--- src/rtl/bxs_pkg.sv ---
package bxs_pkg;
  typedef enum logic [1:0] {
    ST_IDLE,
    ST_XFER,
    ST_TAIL,
    ST_DONE
  } bxs_state_e;
endpackage

--- src/rtl/bxs_pick.sv ---
module bxs_pick #(
  parameter int NREG       = 16,
  parameter bit HIGH_FIRST = 1'b0,
  parameter int IW         = $clog2(NREG)
) (
  input  logic [NREG-1:0] mask_i,
  output logic            valid_o,
  output logic [IW-1:0]   idx_o
);
  generate
    if (HIGH_FIRST) begin : g_high
      always_comb begin
        valid_o = 1'b0;
        idx_o   = '0;
        for (int i = 0; i < NREG; i++) begin
          if (mask_i[i]) begin
            valid_o = 1'b1;
            idx_o   = IW'(i);
          end
        end
      end
    end else begin : g_low
      always_comb begin
        valid_o = 1'b0;
        idx_o   = '0;
        for (int i = NREG - 1; i >= 0; i--) begin
          if (mask_i[i]) begin
            valid_o = 1'b1;
            idx_o   = IW'(i);
          end
        end
      end
    end
  endgenerate
endmodule

--- src/rtl/bxs_addr.sv ---
module bxs_addr #(
  parameter int AW   = 32,
  parameter int WB   = 4,
  parameter int NREG = 16,
  parameter int CW   = $clog2(NREG) + 1
) (
  input  logic          clk_i,
  input  logic          rst_ni,
  input  logic          cap_i,
  input  logic [AW-1:0] base_i,
  input  logic          asc_i,
  input  logic          pre_i,
  input  logic          empty_i,
  input  logic [CW-1:0] cnt_i,
  input  logic          adv_i,
  input  logic          fin_i,
  output logic [AW-1:0] acc_addr_o,
  output logic [AW-1:0] final_o
);
  localparam logic [AW-1:0] STEP  = AW'(WB);
  localparam logic [AW-1:0] SPAN0 = AW'(NREG * WB);

  logic [AW-1:0] cur_q, final_q, step_w, delta_w;
  logic          asc_q, pre_q, empty_q;

  assign step_w  = asc_q ? STEP : -STEP;
  assign delta_w = empty_i ? SPAN0 : (AW'(cnt_i) * STEP);

  always_ff @(posedge clk_i or negedge rst_ni) begin
    if (!rst_ni) begin
      cur_q   <= '0;
      final_q <= '0;
      asc_q   <= 1'b0;
      pre_q   <= 1'b0;
      empty_q <= 1'b0;
    end else if (cap_i) begin
      cur_q   <= base_i;
      final_q <= asc_i ? base_i + delta_w : base_i - delta_w;
      asc_q   <= asc_i;
      pre_q   <= pre_i;
      empty_q <= empty_i;
    end else if (adv_i) begin
      cur_q <= cur_q + step_w;
    end
  end

  // empty list accesses the unstepped base
  assign acc_addr_o = (pre_q && !empty_q) ? cur_q + step_w : cur_q;
  assign final_o    = final_q;

  // running address lands on the precomputed base value
  a_r8_final_match: assert property (@(posedge clk_i) disable iff (!rst_ni)
    (fin_i && !empty_q) |-> (cur_q == final_q));
endmodule

--- src/rtl/bxs_ctrl.sv ---
module bxs_ctrl
  import bxs_pkg::*;
#(
  parameter int NREG = 16,
  parameter int IW   = $clog2(NREG),
  parameter int CW   = $clog2(NREG) + 1
) (
  input  logic            clk_i,
  input  logic            rst_ni,
  input  logic            start_i,
  input  logic [NREG-1:0] list_i,
  input  logic [IW-1:0]   base_idx_i,
  input  logic            asc_i,
  input  logic            load_i,
  input  logic            wb_i,
  input  logic            user_i,
  output logic            cap_o,
  output logic            empty_o,
  output logic [CW-1:0]   cnt_o,
  output logic            xfer_o,
  output logic            tail_o,
  output logic            done_o,
  output logic            busy_o,
  output logic [IW-1:0]   idx_o,
  output logic            seq_o,
  output logic            asc_o,
  output logic            load_o,
  output logic            user_o,
  output logic            psr_o,
  output logic            wb_en_o
);
  localparam int PC = NREG - 1;

  bxs_state_e      state_q;
  logic [NREG-1:0] mask_q, mask_nx;
  logic            first_q, asc_q, load_q, user_q, psr_q, wb_en_q;
  logic [1:0]      pv;
  logic [IW-1:0]   pidx [2];

  function automatic logic [CW-1:0] popc(logic [NREG-1:0] v);
    popc = '0;
    for (int i = 0; i < NREG; i++) popc = popc + CW'(v[i]);
  endfunction

  // [0] lowest-first, [1] highest-first
  generate
    for (genvar g = 0; g < 2; g++) begin : g_pick
      bxs_pick #(.NREG(NREG), .HIGH_FIRST(g == 1), .IW(IW)) u_pick (
        .mask_i (mask_q),
        .valid_o(pv[g]),
        .idx_o  (pidx[g])
      );
    end
  endgenerate

  assign idx_o   = asc_q ? pidx[0] : pidx[1];
  assign mask_nx = mask_q & ~(NREG'(1) << idx_o);
  assign cap_o   = start_i && (state_q == ST_IDLE);
  assign empty_o = (list_i == '0);
  assign cnt_o   = popc(list_i);

  always_ff @(posedge clk_i or negedge rst_ni) begin
    if (!rst_ni) begin
      state_q <= ST_IDLE;
      mask_q  <= '0;
      first_q <= 1'b0;
      asc_q   <= 1'b0;
      load_q  <= 1'b0;
      user_q  <= 1'b0;
      psr_q   <= 1'b0;
      wb_en_q <= 1'b0;
    end else begin
      unique case (state_q)
        ST_IDLE: if (cap_o) begin
          state_q <= ST_XFER;
          mask_q  <= empty_o ? (NREG'(1) << PC) : list_i;
          first_q <= 1'b1;
          asc_q   <= asc_i;
          load_q  <= load_i;
          user_q  <= user_i && !(load_i && list_i[PC]);
          psr_q   <= user_i && load_i && list_i[PC];
          wb_en_q <= wb_i && !(load_i && list_i[base_idx_i]);
        end
        ST_XFER: begin
          mask_q  <= mask_nx;
          first_q <= 1'b0;
          if (mask_nx == '0) state_q <= load_q ? ST_DONE : ST_TAIL;
        end
        ST_TAIL: state_q <= ST_DONE;
        ST_DONE: state_q <= ST_IDLE;
        default: state_q <= ST_IDLE;
      endcase
    end
  end

  assign xfer_o  = (state_q == ST_XFER);
  assign tail_o  = (state_q == ST_TAIL);
  assign done_o  = (state_q == ST_DONE);
  assign busy_o  = (state_q != ST_IDLE);
  assign seq_o   = xfer_o && !first_q;
  assign asc_o   = asc_q;
  assign load_o  = load_q;
  assign user_o  = user_q;
  assign psr_o   = xfer_o && psr_q && (idx_o == IW'(PC));
  assign wb_en_o = done_o && wb_en_q;

  // chosen register is pending in the mask
  a_r1_pick_pending: assert property (@(posedge clk_i) disable iff (!rst_ni)
    xfer_o |-> (pv[0] && pv[1] && mask_q[idx_o]));
  // one register retired per access cycle
  a_r3_one_per_cycle: assert property (@(posedge clk_i) disable iff (!rst_ni)
    xfer_o |=> ($countones(mask_q) + 1 == $past($countones(mask_q))));
  // completion is a single-cycle pulse
  a_r10_done_pulse: assert property (@(posedge clk_i) disable iff (!rst_ni)
    done_o |=> !done_o);
  // a request while busy starts nothing
  a_r11_busy_ignores: assert property (@(posedge clk_i) disable iff (!rst_ni)
    (busy_o && !done_o) |=> busy_o);
endmodule

--- src/rtl/blk_xfer_seq.sv ---
module blk_xfer_seq #(
  parameter int AW        = 32,
  parameter int DW        = 32,
  parameter int NREG      = 16,
  parameter int STORE_OFS = 12,
  parameter int FETCH_OFS = 8,
  parameter int IW        = $clog2(NREG)
) (
  input  logic            clk_i,
  input  logic            rst_ni,
  input  logic            start_i,
  input  logic [NREG-1:0] reg_list_i,
  input  logic [IW-1:0]   base_idx_i,
  input  logic [AW-1:0]   base_i,
  input  logic [AW-1:0]   insn_addr_i,
  input  logic            pre_i,
  input  logic            asc_i,
  input  logic            load_i,
  input  logic            wb_i,
  input  logic            user_i,
  output logic            busy_o,
  output logic            bus_req_o,
  output logic            bus_we_o,
  output logic            bus_seq_o,
  output logic [AW-1:0]   bus_addr_o,
  output logic [DW-1:0]   bus_wdata_o,
  input  logic [DW-1:0]   bus_rdata_i,
  output logic [IW-1:0]   rf_raddr_o,
  output logic            rf_user_o,
  input  logic [DW-1:0]   rf_rdata_i,
  output logic            ld_valid_o,
  output logic [IW-1:0]   ld_idx_o,
  output logic [DW-1:0]   ld_data_o,
  output logic            ld_user_o,
  output logic            psr_restore_o,
  output logic            done_o,
  output logic            wb_en_o,
  output logic [AW-1:0]   wb_val_o
);
  localparam int WB = DW / 8;
  localparam int CW = IW + 1;
  localparam int PC = NREG - 1;

  logic          cap, empty, xfer, tail, done, seq, asc, load, user, psr, wb_en;
  logic [CW-1:0] cnt;
  logic [IW-1:0] idx;
  logic [AW-1:0] acc_addr, final_val, pc_q, step_w;

  bxs_ctrl #(.NREG(NREG), .IW(IW), .CW(CW)) u_ctrl (
    .clk_i     (clk_i),
    .rst_ni    (rst_ni),
    .start_i   (start_i),
    .list_i    (reg_list_i),
    .base_idx_i(base_idx_i),
    .asc_i     (asc_i),
    .load_i    (load_i),
    .wb_i      (wb_i),
    .user_i    (user_i),
    .cap_o     (cap),
    .empty_o   (empty),
    .cnt_o     (cnt),
    .xfer_o    (xfer),
    .tail_o    (tail),
    .done_o    (done),
    .busy_o    (busy_o),
    .idx_o     (idx),
    .seq_o     (seq),
    .asc_o     (asc),
    .load_o    (load),
    .user_o    (user),
    .psr_o     (psr),
    .wb_en_o   (wb_en)
  );

  bxs_addr #(.AW(AW), .WB(WB), .NREG(NREG), .CW(CW)) u_addr (
    .clk_i     (clk_i),
    .rst_ni    (rst_ni),
    .cap_i     (cap),
    .base_i    (base_i),
    .asc_i     (asc_i),
    .pre_i     (pre_i),
    .empty_i   (empty),
    .cnt_i     (cnt),
    .adv_i     (xfer),
    .fin_i     (done),
    .acc_addr_o(acc_addr),
    .final_o   (final_val)
  );

  always_ff @(posedge clk_i or negedge rst_ni) begin
    if (!rst_ni)  pc_q <= '0;
    else if (cap) pc_q <= insn_addr_i;
  end

  assign bus_req_o   = xfer || tail;
  assign bus_we_o    = xfer && !load;
  assign bus_seq_o   = seq;
  assign bus_addr_o  = xfer ? acc_addr : (tail ? pc_q + AW'(FETCH_OFS) : '0);
  assign bus_wdata_o = (xfer && !load)
                     ? ((idx == IW'(PC)) ? DW'(pc_q + AW'(STORE_OFS)) : rf_rdata_i)
                     : '0;
  assign rf_raddr_o  = idx;
  assign rf_user_o   = xfer && !load && user;
  assign ld_valid_o  = xfer && load;
  assign ld_idx_o    = idx;
  assign ld_data_o   = bus_rdata_i;
  assign ld_user_o   = xfer && load && user;
  assign psr_restore_o = psr;
  assign done_o      = done;
  assign wb_en_o     = wb_en;
  assign wb_val_o    = done ? final_val : '0;

  assign step_w = asc ? AW'(WB) : -AW'(WB);

  // back-to-back data accesses move by one word in the walk direction
  a_r2_addr_step: assert property (@(posedge clk_i) disable iff (!rst_ni)
    (xfer && $past(xfer)) |-> (bus_addr_o == $past(bus_addr_o) + step_w));
  // later data accesses are sequential
  a_r4_seq_after_first: assert property (@(posedge clk_i) disable iff (!rst_ni)
    (xfer && $past(xfer)) |-> bus_seq_o);
  // closing access is a non-sequential read
  a_r5_tail_read: assert property (@(posedge clk_i) disable iff (!rst_ni)
    tail |-> (bus_req_o && !bus_we_o && !bus_seq_o));
  // status restore never coincides with a user-bank transfer
  a_r9_restore_excl: assert property (@(posedge clk_i) disable iff (!rst_ni)
    psr_restore_o |-> (!ld_user_o && ld_valid_o));
endmodule

--- config.mk ---
export PLATFORM = sky130hd
export DESIGN_NAME = blk_xfer_seq
export DESIGN_NICKNAME = d
export VERILOG_FILES = /design/src/rtl/bxs_pkg.sv /design/src/rtl/bxs_pick.sv /design/src/rtl/bxs_addr.sv /design/src/rtl/bxs_ctrl.sv /design/src/rtl/blk_xfer_seq.sv
export SDC_FILE = /design/constraint.sdc
export NUM_CORES = 1
export LEC_CHECK = 0
export BUFFER_PORTS_ARGS = -buffer_cell sky130_fd_sc_hd__buf_2
export CELL_PAD_IN_SITES_DETAIL_PLACEMENT = 1
export CELL_PAD_IN_SITES_GLOBAL_PLACEMENT = 2
export CORE_MARGIN = 4
export CORE_UTILIZATION = 28
export CTS_CLUSTER_SIZE = 12
export DETAILED_ROUTE_END_ITERATION = 12
export GPL_TIMING_DRIVEN = 0
export PLACE_DENSITY = 0.83
export SYNTH_ARGS = -nofsm -noshare
export SYNTH_HDL_FRONTEND = slang
export SYNTH_SLANG_ARGS = --single-unit
export TNS_END_PERCENT = 30
--- constraint.sdc ---
create_clock -name clk_i -period 3.15 [get_ports clk_i]
set_clock_uncertainty 0.05 [all_clocks]
set_input_delay 0.315 -clock clk_i [delete_from_list [all_inputs] [get_ports clk_i]]
set_output_delay 0.315 -clock clk_i [all_outputs]
set_load 0.03 [all_outputs]
After elaboration in Yosys (flattened, before gate mapping) --
Index checks and enable logic that the tools add are counted.
Operators by class: add/subtract/negate cells 20, order comparisons 1, equal/unequal tests 6, shifts and indexed selects 1, mux-type cells 54, bitwise gates (word level) 2, reductions and logical operators 31
Operator list (number):
- 32-bit 2-to-1 mux | 10
- 4-bit 2-to-1 mux | 31
- 5-bit by 1-bit adder with 5-bit output | 14
- 32-bit adder | 2
- 32-bit by 4-bit adder with 32-bit output (second input constant) | 2
- 16-bit zero test | 2
- 16-bit 2-to-1 mux | 2
- 16-bit one-hot mux with 2 select lines | 1
- 32-bit subtractor | 1
- 16-bit AND | 1
- 1-bit logical AND | 16
- 16-bit inverter | 1
- 1-bit by 4-bit << shifter with 16-bit output (first input constant) | 1
- 2-bit one-hot mux with 4 select lines | 1
- 7-bit 2-to-1 mux | 1
- 2-bit AND reduction | 3
- 2-bit nonzero test | 3
- 1-bit zero test | 5
- 4-bit by 5-bit less-than comparator with 1-bit output (second input constant) | 1
- 1-bit binary-select mux with 4-bit select | 1
- 2-bit equality test (second input constant) | 2
- 4-bit equality test (second input constant) | 1
- 1-bit 2-to-1 mux | 4
- 2-bit 2-to-1 mux | 2
- other kinds (6) | 7
Storage, ports and cells: bits in registers 123, word-level logic and storage cells 129

Logic depth before layout (Yosys ltp) --
depth in word-level cells 23, mapped depth 29, mapped depth without buffers 29

Cells and area by module --
From an unflattened synthesis, not the netlist that was laid out.
Second synthesis, totals: cell total of the unflattened synthesis 1678, area, all modules 13052.5 sq um
By module, submodules not included:
- bxs_addr | instances 1, cells each 805, area each 6598.8 sq um, seq. area each 1676.6 sq um
- blk_xfer_seq | instances 1, cells each 517, area each 3713.6 sq um, seq. area each 800.8 sq um
- bxs_ctrl | instances 1, cells each 294, area each 2399.8 sq um, seq. area each 600.6 sq um
- bxs_pick at u_ctrl.g_pick[0].u_pick | instances 1, cells each 33, area each 178.9 sq um, seq. area each 0.0 sq um
- bxs_pick at u_ctrl.g_pick[1].u_pick | instances 1, cells each 29, area each 161.4 sq um, seq. area each 0.0 sq um

Least setup slack after synthesis --
No wires, ideal clock.
path kind input port to flip-flop, start in reg_list_i[0], end reg u_addr.final_q[31], in the netlist u_addr.final_o[31], library setup time 0.133 ns, arrival 6.291 ns, data required time 2.967 ns, setup slack -3.324 ns, cell stages on the path 27, path buffers 0, cell sequence inv_1 > ha_1 > inv_1 > fa_1 > inv_1 > fa_1 > fa_1 > inv_1 > fa_1 > fa_1 > fa_1 > nand2b_1 > ha_1 > a21boi_0 > ha_1 > nor2_1 > a21oi_1 > ha_1 > inv_1 > o21ai_0 > nor4_1 > o31ai_1 > o31ai_1 > o221ai_1 > a21oi_1 > xnor2_1 > o21ai_0
Between the ends: longest elaborated chain between the ends 18, elaborated cells between the ends (all ways) 20, classes of those cells add/sub (17); mux (2); reduce/logical (1)
RTL lines:
- from (decl) | RTL line blk_xfer_seq.sv:12 | input logic [NREG-1:0] reg_list_i,
- 1-bit by 1-bit adder with 2-bit output | RTL line bxs_ctrl.sv:42 | for (int i = 0; i < NREG; i++) popc = popc + CW'(v[i]);
- 5-bit by 1-bit adder with 5-bit output (14 in a row) | RTL line bxs_ctrl.sv:42
- 7-bit 2-to-1 mux (*) | RTL line bxs_addr.sv:27 | assign delta_w = empty_i ? SPAN0 : (AW'(cnt_i) * STEP);
- 32-bit subtractor / 32-bit adder (equally long branches) | RTL line bxs_addr.sv:38 | final_q <= asc_i ? base_i + delta_w : base_i - delta_w;
- 32-bit 2-to-1 mux (*) | RTL line bxs_addr.sv:38
- to (signal assigned) | RTL line bxs_addr.sv:38
- to (decl) | RTL line bxs_addr.sv:23 | logic [AW-1:0] cur_q, final_q, step_w, delta_w;
Every way passes the cells marked *; elsewhere a longest branch is shown, timed or not. A chain may end at the register's enable or synchronous reset.

Worst setup path after layout --
start in reg_list_i[1], end reg u_addr.final_q[18], in the netlist u_addr.final_o[18]
The elaborated chain is that of the path after synthesis.

==> results.md <==
- Psw: 13.6 mW
- Slowest Stage Delay on Critical Path: 0.57 ns
- Global route overflow: 0
- MaxCap Viol Count: 0
- Met2 usage in global routing: 0.388
- YS warnings: 0
- Final setup viols: 96
- Setup slack at placement: -4.05 ns
- Pwr dens: 1450 nW/um^2
- Met3 Track Usage GR: 0.0333
- Startpoint types: input pin
- Failing checks: negative setup slack
- Design area: 17600 sq um
- Run status: finished with violations
- Max Freq: 159 MHz
- Cell count after synthesis: 1589
- TNS Setup: -108.57 ns
- CP max-delay cell: fa_2
- All-Layer GR Usage: 0.235
- CTS Buffer Depth: 2
- Area of placed instances: 14200 sq um
- Cts bufs inserted: 17
- PortBufs: 267
- Most common cell after layout, fill and taps aside: nand2_1
- Crit. End Element: register
- Worst-margin pin slew: 1.03 ns
- Leakage: 7.77 nW
- Power, Total: 25.5 mW
- GPL Wtd Cong: 0.880
- Slew margin rel.: 0.311
- Syn Nets: 1831
- Fin nets: 2212
- Setup CP Type: in2reg
- First-pass GRT wire length: 84900 um
- Router iterations before antenna repair: 4
- Final Cycle Share: 2.00
- Yosys cell types: 72
- Synth Cell Area: 11900 sq um
- Net Sw Frac: 0.531
- Max Slew Vio Count: 0
- Num Clock Sinks: 122
- Post-synth EDFFs: 0
- Setup ws final: -3.15 ns
- RSZ-0062 raised after global routing: true
- Vias in the first global route: 13900
- DRT iter0 DRCs: 743
- Clk network pwr share: 0.087
- Syn_area_per_cell: 7.51 sq um
- Clk_lat worst skew: 0.44 ns
- Async S/R FF share, synth: 1.00
- Routed via count: 13700
- Dpl cells: 2396
- ANT nets after route: 0
- Util after Layout: 0.419
- Commonest non-fill, non-tap cells in the layout: nand2_1 (276), buf_2 (214), buf_4 (140), dfrtp_1 (113), nor2_1 (105)
- H-tree levels: 4
- Seq pwr share: 0.123
- Die Wd: 215 um
- CTS tree: yes
- Chip height: 215 um
- VDD IR max: 0.000579 V
- Gate power share: 0.790
- Synth Flop Type: dfrtp_1
- DRT Wirelength: 57800 um
- Gr busiest metal: met2
- Root buffer cell: clkbuf_16
- Worst hold slack: 0.00943 ns
- Seq cells post-synth: 122
- Vias/cell: 5.41
- Worst-path fanout max: 3
- Row count: 75
- Worst Path Arrival: 6.56 ns
- Detailed placer's ending HPWL: 42000 um
- M1 GR Usage: 0.317
- Avg WL per Cell: 22.9 um
- Residual DRC: 0
- IO Pins: 302
- Req. time, crit path: 3.41 ns
- Final Non-Filler Cells: 2523
- Clk pin slew, worst setup/hold paths: 0.06 ns
- Largest net degree at the start of global routing: 87
- Sequential element share of the synthesized area: 0.256
- Full die area: 46000 sq um
- Initial antenna violation count: 2
- Effective utilization at floorplan: 0.284
- Final Hold Viols: 0
- Pint: 12.0 mW
- Tmin final: 6.30 ns
- Core area: 42000 sq um
- Area growth, synth to finish: 47.5%
- Worst hold path type: in2reg
- Layout cells sized above 1: 0.376
cells in the mapped netlist, types with 21 or more instances:
cell type    n  area [sq um]
buf_4       37           278
clkbuf_1    71           267
inv_1       61           229
and2_1      44           275
xnor2_1     59           517
a21oi_1    116           581
xor2_1      53           464
nand3_1     37           185
a211oi_1    32           240
and3_1      24           150
ha_1        74           926
o21ai_0    117           586
o22ai_1     28           175
nor2_1     132           495
dfrtp_1    122          3050
a21o_1      30           225
mux2i_1     25           250
nor3_1      21           105
nand2_1    283          1060
layer usage:
layer	vias to the layer above	routed length, um
li1	6283	-
met1	6800	25900
met2	460	27400
met3	105	2720
met4	2	1810
met5	-	11
cell type report:
cell class / count / area [sq um]
repair buffers: 364 / 2500
well taps: 539 / 674
diodes: 1 / 2.50
clock inverters: 11 / 168
plain buffers: 125 / 743
clock buffers: 21 / 470
flip-flops and latches: 122 / 3060
fillers: 4964 / 24400
multi-input cells: 1276 / 9720
inverters: 64 / 259
what timing repair did:
item                       4_1_cts  5_1_grt
setup endpoints to repair      136      118
hold buffers                     1        0
resized for setup              322      160
buffers inserted                53       46
gates cloned                     3        0
hold endpoints to repair        36        0
pin swaps                       91       96
state kept, by name (all words and copies together), names as in the netlist, 2 cells and up:
| name | cells |
|---|---|
| pc_q | 32 |
| u_addr.cur_q | 32 |
| u_addr.final_o | 32 |
| u_ctrl.mask_q | 16 |
| u_ctrl.state_q | 2 |
critical path: cells and delay by family:
kind                     cells  cell delay (ns)
XOR/XNOR                     1             0.22
AND/OR/NAND/NOR              2             0.23
adder cells (fa/ha/maj)     10             3.91
AO/OA/AOI/OAI                8             1.44
buffers and inverters        7             0.43
logic make-up (layout without fill, tap and decap cells):
family	after synthesis	count (layout)	share of synthesized area
AND/OR/NAND/NOR	623	623	0.240
AO/OA/AOI/OAI	425	425	0.220
buffers and inverters	191	585	0.0740
flip-flops	122	122	0.256
XOR/XNOR	112	112	0.0822
adder cells (fa/ha/maj)	86	86	0.0977
multiplexers	30	30	0.0304
other	0	1	0
path summary, 6_finish.rpt:
kind / from / endpoint / slack [ns] / depth (start not counted)
setup / recovery: reg_list_i[1] / u_addr.final_o[18] / -3.15 / 28
hold / removal: insn_addr_i[27] / pc_q[27] / 0.009 / 3
setup reg to reg: u_addr.asc_q / u_addr.cur_q[31] / -0.45 / 18
hold reg to reg: u_addr.final_o[25] / u_addr.final_o[25] / 0.42 / 2
max in group asynchronous: rst_ni / pc_q[4] / 1.89 / 3
min in group asynchronous: rst_ni / u_ctrl.mask_q[2] / 0.30 / 2
power groups by stage:
| stage | registers (mW) | logic (mW) | clock network, mW |
|---|---|---|---|
| after floorplan | 2.78 | 10.3 | 0 |
| after global placement | 3.02 | 14.2 | 0 |
| after detailed placement | 3.05 | 14.5 | 0 |
| after CTS | 3.09 | 17.8 | 2.24 |
| after global routing | 3.23 | 21.6 | 2.30 |
| final | 3.14 | 20.2 | 2.22 |
Note: power is estimated with default switching activity, not from simulation.
